`config.mk`:
```
export PLATFORM = sky130hd
export DESIGN_NAME = mlc_page_reader
export DESIGN_NICKNAME = d
export VERILOG_FILES = /design/src/rtl/rdseq_pkg.sv /design/src/rtl/rdseq_level_pick.sv /design/src/rtl/rdseq_level_mux.sv /design/src/rtl/rdseq_parity_acc.sv /design/src/rtl/mlc_page_reader.sv
export SDC_FILE = /design/constraint.sdc
export NUM_CORES = 1
export LEC_CHECK = 0
export BUFFER_PORTS_ARGS = -buffer_cell sky130_fd_sc_hd__buf_2
export CAP_MARGIN = 20
export CELL_PAD_IN_SITES_DETAIL_PLACEMENT = 0
export CELL_PAD_IN_SITES_GLOBAL_PLACEMENT = 1
export CORE_UTILIZATION = 35
export DETAILED_ROUTE_END_ITERATION = 12
export HOLD_SLACK_MARGIN = 0.02
export PLACE_DENSITY = 0.92
export SYNTH_ARGS = -nofsm -noshare
export SYNTH_HDL_FRONTEND = slang
export SYNTH_HIERARCHICAL = 1
export SYNTH_SLANG_ARGS = --single-unit
```
`constraint.sdc`:
```
create_clock -name clk -period 6.2 [get_ports clk]
set_input_delay 0.31 -clock clk [delete_from_list [all_inputs] [get_ports clk]]
set_output_delay 0.31 -clock clk [all_outputs]
set_load 0.005 [all_outputs]
```
`src/rtl/rdseq_pkg.sv`:
```
package rdseq_pkg;

    typedef enum logic [2:0] {
        ST_IDLE,
        ST_ISSUE,
        ST_GAP,
        ST_DONE,
        ST_REJECT
    } rd_state_t;

endpackage

```
`src/rtl/rdseq_level_pick.sv`:
```
module rdseq_level_pick #(
    parameter int MAX_BPC = 4
) (
    input  logic [$clog2(MAX_BPC+1)-1:0] mode_i,
    input  logic [$clog2(MAX_BPC+1)-1:0] page_i,
    input  logic [MAX_BPC-2:0]           step_i,
    output logic [MAX_BPC-1:0]           idx_o,
    output logic                         last_o
);
    localparam int KW = MAX_BPC;
    localparam int SW = MAX_BPC - 1;
    localparam int MW = $clog2(MAX_BPC+1);

    logic [MW-1:0] shift;
    logic [KW:0]   stride;
    logic [KW:0]   odd;
    logic [KW:0]   kval;
    logic [SW:0]   nstep;

    always_comb begin
        shift  = mode_i - page_i;
        stride = (KW+1)'(1) << shift;
        odd    = {1'b0, step_i, 1'b1};
        kval   = stride * odd;
        idx_o  = KW'(kval - (KW+1)'(1));
        nstep  = (SW+1)'(1) << (page_i - MW'(1));
        last_o = ({1'b0, step_i} == (nstep - (SW+1)'(1)));
    end

endmodule

```
`src/rtl/rdseq_level_mux.sv`:
```
module rdseq_level_mux #(
    parameter int MAX_BPC = 4,
    parameter int LVL_W   = 8
) (
    input  logic [((1<<MAX_BPC)-1)*LVL_W-1:0] table_i,
    input  logic [MAX_BPC-1:0]                idx_i,
    output logic [LVL_W-1:0]                  level_o
);
    localparam int NLVL = (1 << MAX_BPC) - 1;

    logic [LVL_W-1:0] slot [NLVL];

    genvar g;
    generate
        for (g = 0; g < NLVL; g++) begin : g_slot
            assign slot[g] = table_i[g*LVL_W +: LVL_W];
        end
    endgenerate

    always_comb begin
        level_o = '0;
        for (int i = 0; i < NLVL; i++) begin
            if (idx_i == MAX_BPC'(i)) level_o = slot[i];
        end
    end

endmodule

```
`src/rtl/rdseq_parity_acc.sv`:
```
module rdseq_parity_acc #(
    parameter int NCELL = 16
) (
    input  logic             clk,
    input  logic             rst_n,
    input  logic             clr_i,
    input  logic             fold_i,
    input  logic [NCELL-1:0] hit_i,
    output logic [NCELL-1:0] acc_o
);
    always_ff @(posedge clk or negedge rst_n) begin
        if (!rst_n)      acc_o <= '0;
        else if (clr_i)  acc_o <= '0;
        else if (fold_i) acc_o <= acc_o ^ hit_i;
    end


    clr_zero_chk: assert property (@(posedge clk) disable iff (!rst_n)
        clr_i |=> (acc_o == '0));

endmodule

```
`src/rtl/mlc_page_reader.sv`:
```
module mlc_page_reader
    import rdseq_pkg::*;
#(
    parameter int NCELL   = 16,
    parameter int LVL_W   = 8,
    parameter int MAX_BPC = 4
) (
    input  logic                               clk,
    input  logic                               rst_n,
    input  logic                               start,
    input  logic [$clog2(MAX_BPC+1)-1:0]       bpc_mode,
    input  logic [$clog2(MAX_BPC+1)-1:0]       page_sel,
    input  logic [((1<<MAX_BPC)-1)*LVL_W-1:0]  lvl_table,
    output logic                               cmp_req,
    output logic [LVL_W-1:0]                   cmp_level,
    input  logic                               cmp_ack,
    input  logic [NCELL-1:0]                   cmp_hit,
    output logic                               busy,
    output logic [NCELL-1:0]                   page_data,
    output logic                               page_valid,
    output logic                               page_err
);
    localparam int MW = $clog2(MAX_BPC+1);
    localparam int SW = MAX_BPC - 1;
    localparam int KW = MAX_BPC;

    rd_state_t         state_q, state_d;
    logic [MW-1:0]     mode_q, page_q;
    logic [SW-1:0]     step_q;
    logic [KW-1:0]     lvl_idx;
    logic              last_step;
    logic              req_ok;
    logic              accept;
    logic              fold;
    logic [NCELL-1:0]  acc;
    logic [NCELL-1:0]  data_q;

    assign req_ok = (bpc_mode >= MW'(2)) && (bpc_mode <= MW'(MAX_BPC)) &&
                    (page_sel != '0) && (page_sel <= bpc_mode);
    assign accept = (state_q == ST_IDLE) && start && req_ok;
    assign fold   = (state_q == ST_ISSUE) && cmp_ack;

    rdseq_level_pick #(.MAX_BPC(MAX_BPC)) u_pick (
        .mode_i (mode_q),
        .page_i (page_q),
        .step_i (step_q),
        .idx_o  (lvl_idx),
        .last_o (last_step)
    );

    rdseq_level_mux #(.MAX_BPC(MAX_BPC), .LVL_W(LVL_W)) u_mux (
        .table_i (lvl_table),
        .idx_i   (lvl_idx),
        .level_o (cmp_level)
    );

    rdseq_parity_acc #(.NCELL(NCELL)) u_acc (
        .clk    (clk),
        .rst_n  (rst_n),
        .clr_i  (accept),
        .fold_i (fold),
        .hit_i  (cmp_hit),
        .acc_o  (acc)
    );

    always_comb begin
        state_d = state_q;
        unique case (state_q)
            ST_IDLE:   if (start) state_d = req_ok ? ST_ISSUE : ST_REJECT;
            ST_ISSUE:  if (cmp_ack) state_d = last_step ? ST_DONE : ST_GAP;
            ST_GAP:    state_d = ST_ISSUE;
            ST_DONE:   state_d = ST_IDLE;
            ST_REJECT: state_d = ST_IDLE;
            default:   state_d = ST_IDLE;
        endcase
    end

    always_ff @(posedge clk or negedge rst_n) begin
        if (!rst_n) state_q <= ST_IDLE;
        else        state_q <= state_d;
    end

    always_ff @(posedge clk or negedge rst_n) begin
        if (!rst_n) begin
            mode_q <= '0;
            page_q <= '0;
            step_q <= '0;
            data_q <= '0;
        end else begin
            if (accept) begin
                mode_q <= bpc_mode;
                page_q <= page_sel;
                step_q <= '0;
            end else if (fold) begin
                step_q <= step_q + SW'(1);
            end
            if (fold && last_step) data_q <= ~(acc ^ cmp_hit);
        end
    end

    always_comb begin
        cmp_req    = (state_q == ST_ISSUE);
        busy       = (state_q != ST_IDLE);
        page_valid = (state_q == ST_DONE);
        page_err   = (state_q == ST_REJECT);
        page_data  = data_q;
    end


    req_hold_chk: assert property (@(posedge clk) disable iff (!rst_n)
        (cmp_req && !cmp_ack) |=> cmp_req);

    level_stable_chk: assert property (@(posedge clk) disable iff (!rst_n)
        (cmp_req && !cmp_ack) |=> $stable(cmp_level));

    req_drop_chk: assert property (@(posedge clk) disable iff (!rst_n)
        (cmp_req && cmp_ack) |=> !cmp_req);

    valid_pulse_chk: assert property (@(posedge clk) disable iff (!rst_n)
        page_valid |=> (!page_valid && $stable(page_data)));

    err_quiet_chk: assert property (@(posedge clk) disable iff (!rst_n)
        page_err |-> ($stable(page_data) && !cmp_req));

    busy_start_chk: assert property (@(posedge clk) disable iff (!rst_n)
        (cmp_req && !cmp_ack && start) |=> cmp_req);

endmodule

```
==> impl_results.md <==
* Clock skew at 4.579 ps
* Setup violations, final at 0
* Post-synth EDFFs at 0
* Drt initial violations at 249
* Synth Flop Type: dfrtp_1
* # clock sinks at 44
* Synth Cell Area at 3879 µm²
* Share of flip-flops with an asynchronous set or reset at 100.0%
* First-pass GRT wire length at 18,320 µm
* Most frequent cells in the layout: buf_2 (173), dfrtp_1 (44), o21ai_0 (41)
* Commonest non-fill, non-tap cell in the layout: buf_2
* FILL cells at roughly 1,100
* DIE HEIGHT at approximately 110 µm
* RSZ-0062 raised after global routing: no
* Final min period at 5676 ps
* DIE AREA at about 12,000 µm²
* Syn_nets at 600
* IO Pins at 174
* WP data arrival at 5370 ps
* Worst rel slew slack at 36.57%
* Mapped Cells at 441
* Residual DRC at 0
* Worst Tran Pin Value at 951.4 ps
* Setup crit end kind: output port
* Initial antenna violation count at 2
* Post-CTS Hold Buffers at 0
* Ys Warns at 6
* Placer Congestion at 0.9645
* DRT antenna net count at 0
* Max-slew violation total from the final report at 0
* Post-CTS sizing at 0
* H-tree levels at 2
* CP max stage delay at 600 ps
* Pre-Repair DR Iteration Count at 6
* Final-stage net count at 754
* Detailed Route WL at approximately 12,000 µm
* Vias per Instance at 5.460
* Setup tns final at 0 ps
* Worst min-delay path category: input port to asynchronous set/reset pin
* Core outline area at roughly 11,000 µm²
* Rows at 38
* Crit path kind: flip-flop to output port
* Worst path required time at 5890 ps
* Seq/Total Area, Yosys at 28.39%
* Total GRT Usage at 19.89%
* Num CTS Buffers at 5
* Clock Path Buffers at 2
* Overflow after GRT at 0
* Chip width at 107.3 µm
* Synth cell types at 59
* Synth Register Bits at 44
* Post-CTS Setup Bufs at 0
* Skew-Pair Late Insertion Delay at ~290 ps
* F_max at 176.2 MHz
* Area Overhead vs Synth at 26.03%
* Status: finished clean
* Port buffer count at 173
* Clock transition at path regs at 80 ps
* Worst setup SP type: flip-flop
* Slowest-stage cell, CP: xnor2_2
* Starting density of the core at 35.78%
* Hold Fails Final Rpt at 0
* Critical path cell sequence: ha_1, fa_1, xnor2_1, and3_2, nand2_1, ha_1, inv_1, fa_1, inv_1, fa_1, xnor2_1, xnor2_1, xnor2_2, nor3_1, or3_1, a311oi_1, o21ai_1, a31oi_1, buf_2
* Vias in the first global route at 3,827
* Post-Syn Area per Cell at 8.795 µm²
* HPWL Detailed at 9187 µm
* Max-Cap Viols at 0
* Routed wire per std cell at 16.01 µm
* Crit-path max FO at 19
* Final Cycle Share at between 90% and 100%
* Via Count at between 4,000 and 5,000
* Layout cells sized above 1 at 37.65%
* Clock root buffer master: clkbuf_8
* CTS tree: yes
* Largest net degree at the start of global routing at 45
[path summary, 6_finish.rpt]
kind                         startpoint               to  slack, ps  cells after the start
setup / recovery              page_q[0]     cmp_level[4]        520                     19
hold / removal                    rst_n     page_data[7]        150                      1
setup reg to reg              page_q[1]     page_data[1]       2880                      9
hold reg to reg            page_data[9]     page_data[9]        480                      2
max in group asynchronous         rst_n  u_acc/acc_o[12]       5450                      1
min in group clk            bpc_mode[0]        mode_q[0]        290                      2
[kinds of logic after synthesis]
family	after synthesis	synth area share, %
xor gates and xnor gates	26	5.871
DFF	44	28.39
adders and majority gates	13	4.774
AOI/OAI and AO/OA	148	25.39
and+or+nand+nor	131	18.55
buffers and inverters	49	6.548
muxes	30	10.48
[critical path: cells and delay by family (launching register included)]
| family | cells | cell delay [ps] |
|---|---|---|
| AO/OA/AOI/OAI | 3 | 530 |
| XOR/XNOR | 4 | 1200 |
| adder cells (fa/ha/maj) | 5 | 1810 |
| buffers and inverters | 3 | 260 |
| flip-flops | 1 | 430 |
| AND/OR/NAND/NOR | 4 | 830 |
[registers in the layout, indices dropped and copies added (netlist names)]
register,flops
step_q,3
page_data,16
state_q,3
mode_q,3
u_acc/acc_o,16
page_q,3
[cell type report]
class                      count  area, µm²  share of cell area, %
antenna                        2      5.005                 0.1024
inverter                      17      63.81                  1.305
clock inverter                 2      12.51                 0.2560
sequential                    44       1101                  22.52
timing repair buffer         179      930.9                  19.04
multi-input combinational    348       2531                  51.78
clock buffer                   5      68.82                  1.408
tap                          140      175.2                  3.583
[cells in the mapped netlist (all sizes together) (3+ instances only)]
library cell	number	area share, %
a221oi	4	0.90
nor2b	7	1.1
a22o	4	0.90
a21oi	33	4.5
inv	17	1.6
mux2	17	5.5
mux2i	8	2.1
nor2	21	2.0
buf	23	4.0
nand2b	7	1.1
xor2	21	4.7
nor3	13	1.7
nor4b	3	0.68
o21ai	43	5.5
a21bo	16	4.1
a211oi	9	1.7
dfrtp	44	28
xnor2	5	1.1
o22ai	9	1.5
a21o	3	0.58
ha	10	3.2
nor3b	4	0.77
mux4	5	2.9
o221ai	4	0.90
clkbuf	9	0.87
a31oi	4	0.65
or3	6	1.0
nand3b	18	3.5
fa	3	1.5
nand2	33	3.2
nand3	8	1.0
[per-layer routing]
metal	vias up	part of all wire, %	global-route usage (%)
met5	-	0	0
met4	0	3.4	8.317
met3	35	7.8	3.148
met2	201	49	35.58
met1	1865	39	23.53
li1	1923	-	-
[stage by stage]
stage / cells / setup WS [ps] / hold WS (ps) / utilization (%) / cell area, µm²
floorplan: 441 / 1635 / 14.41 / - / 3879
global placement: 727 / 1066 / 457.7 / 44.04 / 4775
detailed placement: 727 / 907.7 / 465.4 / 44.04 / 4775
CTS: 734 / 574.3 / 191.9 / 44.79 / 4856
global route: 737 / 104.4 / 238.6 / 45.09 / 4888
finish: 737 / 523.6 / 151.3 / 45.09 / 4888
Power is left out: the tool's default activity adds up to more than one toggle a clock period on the data nets, which glitch-free logic cannot reach.
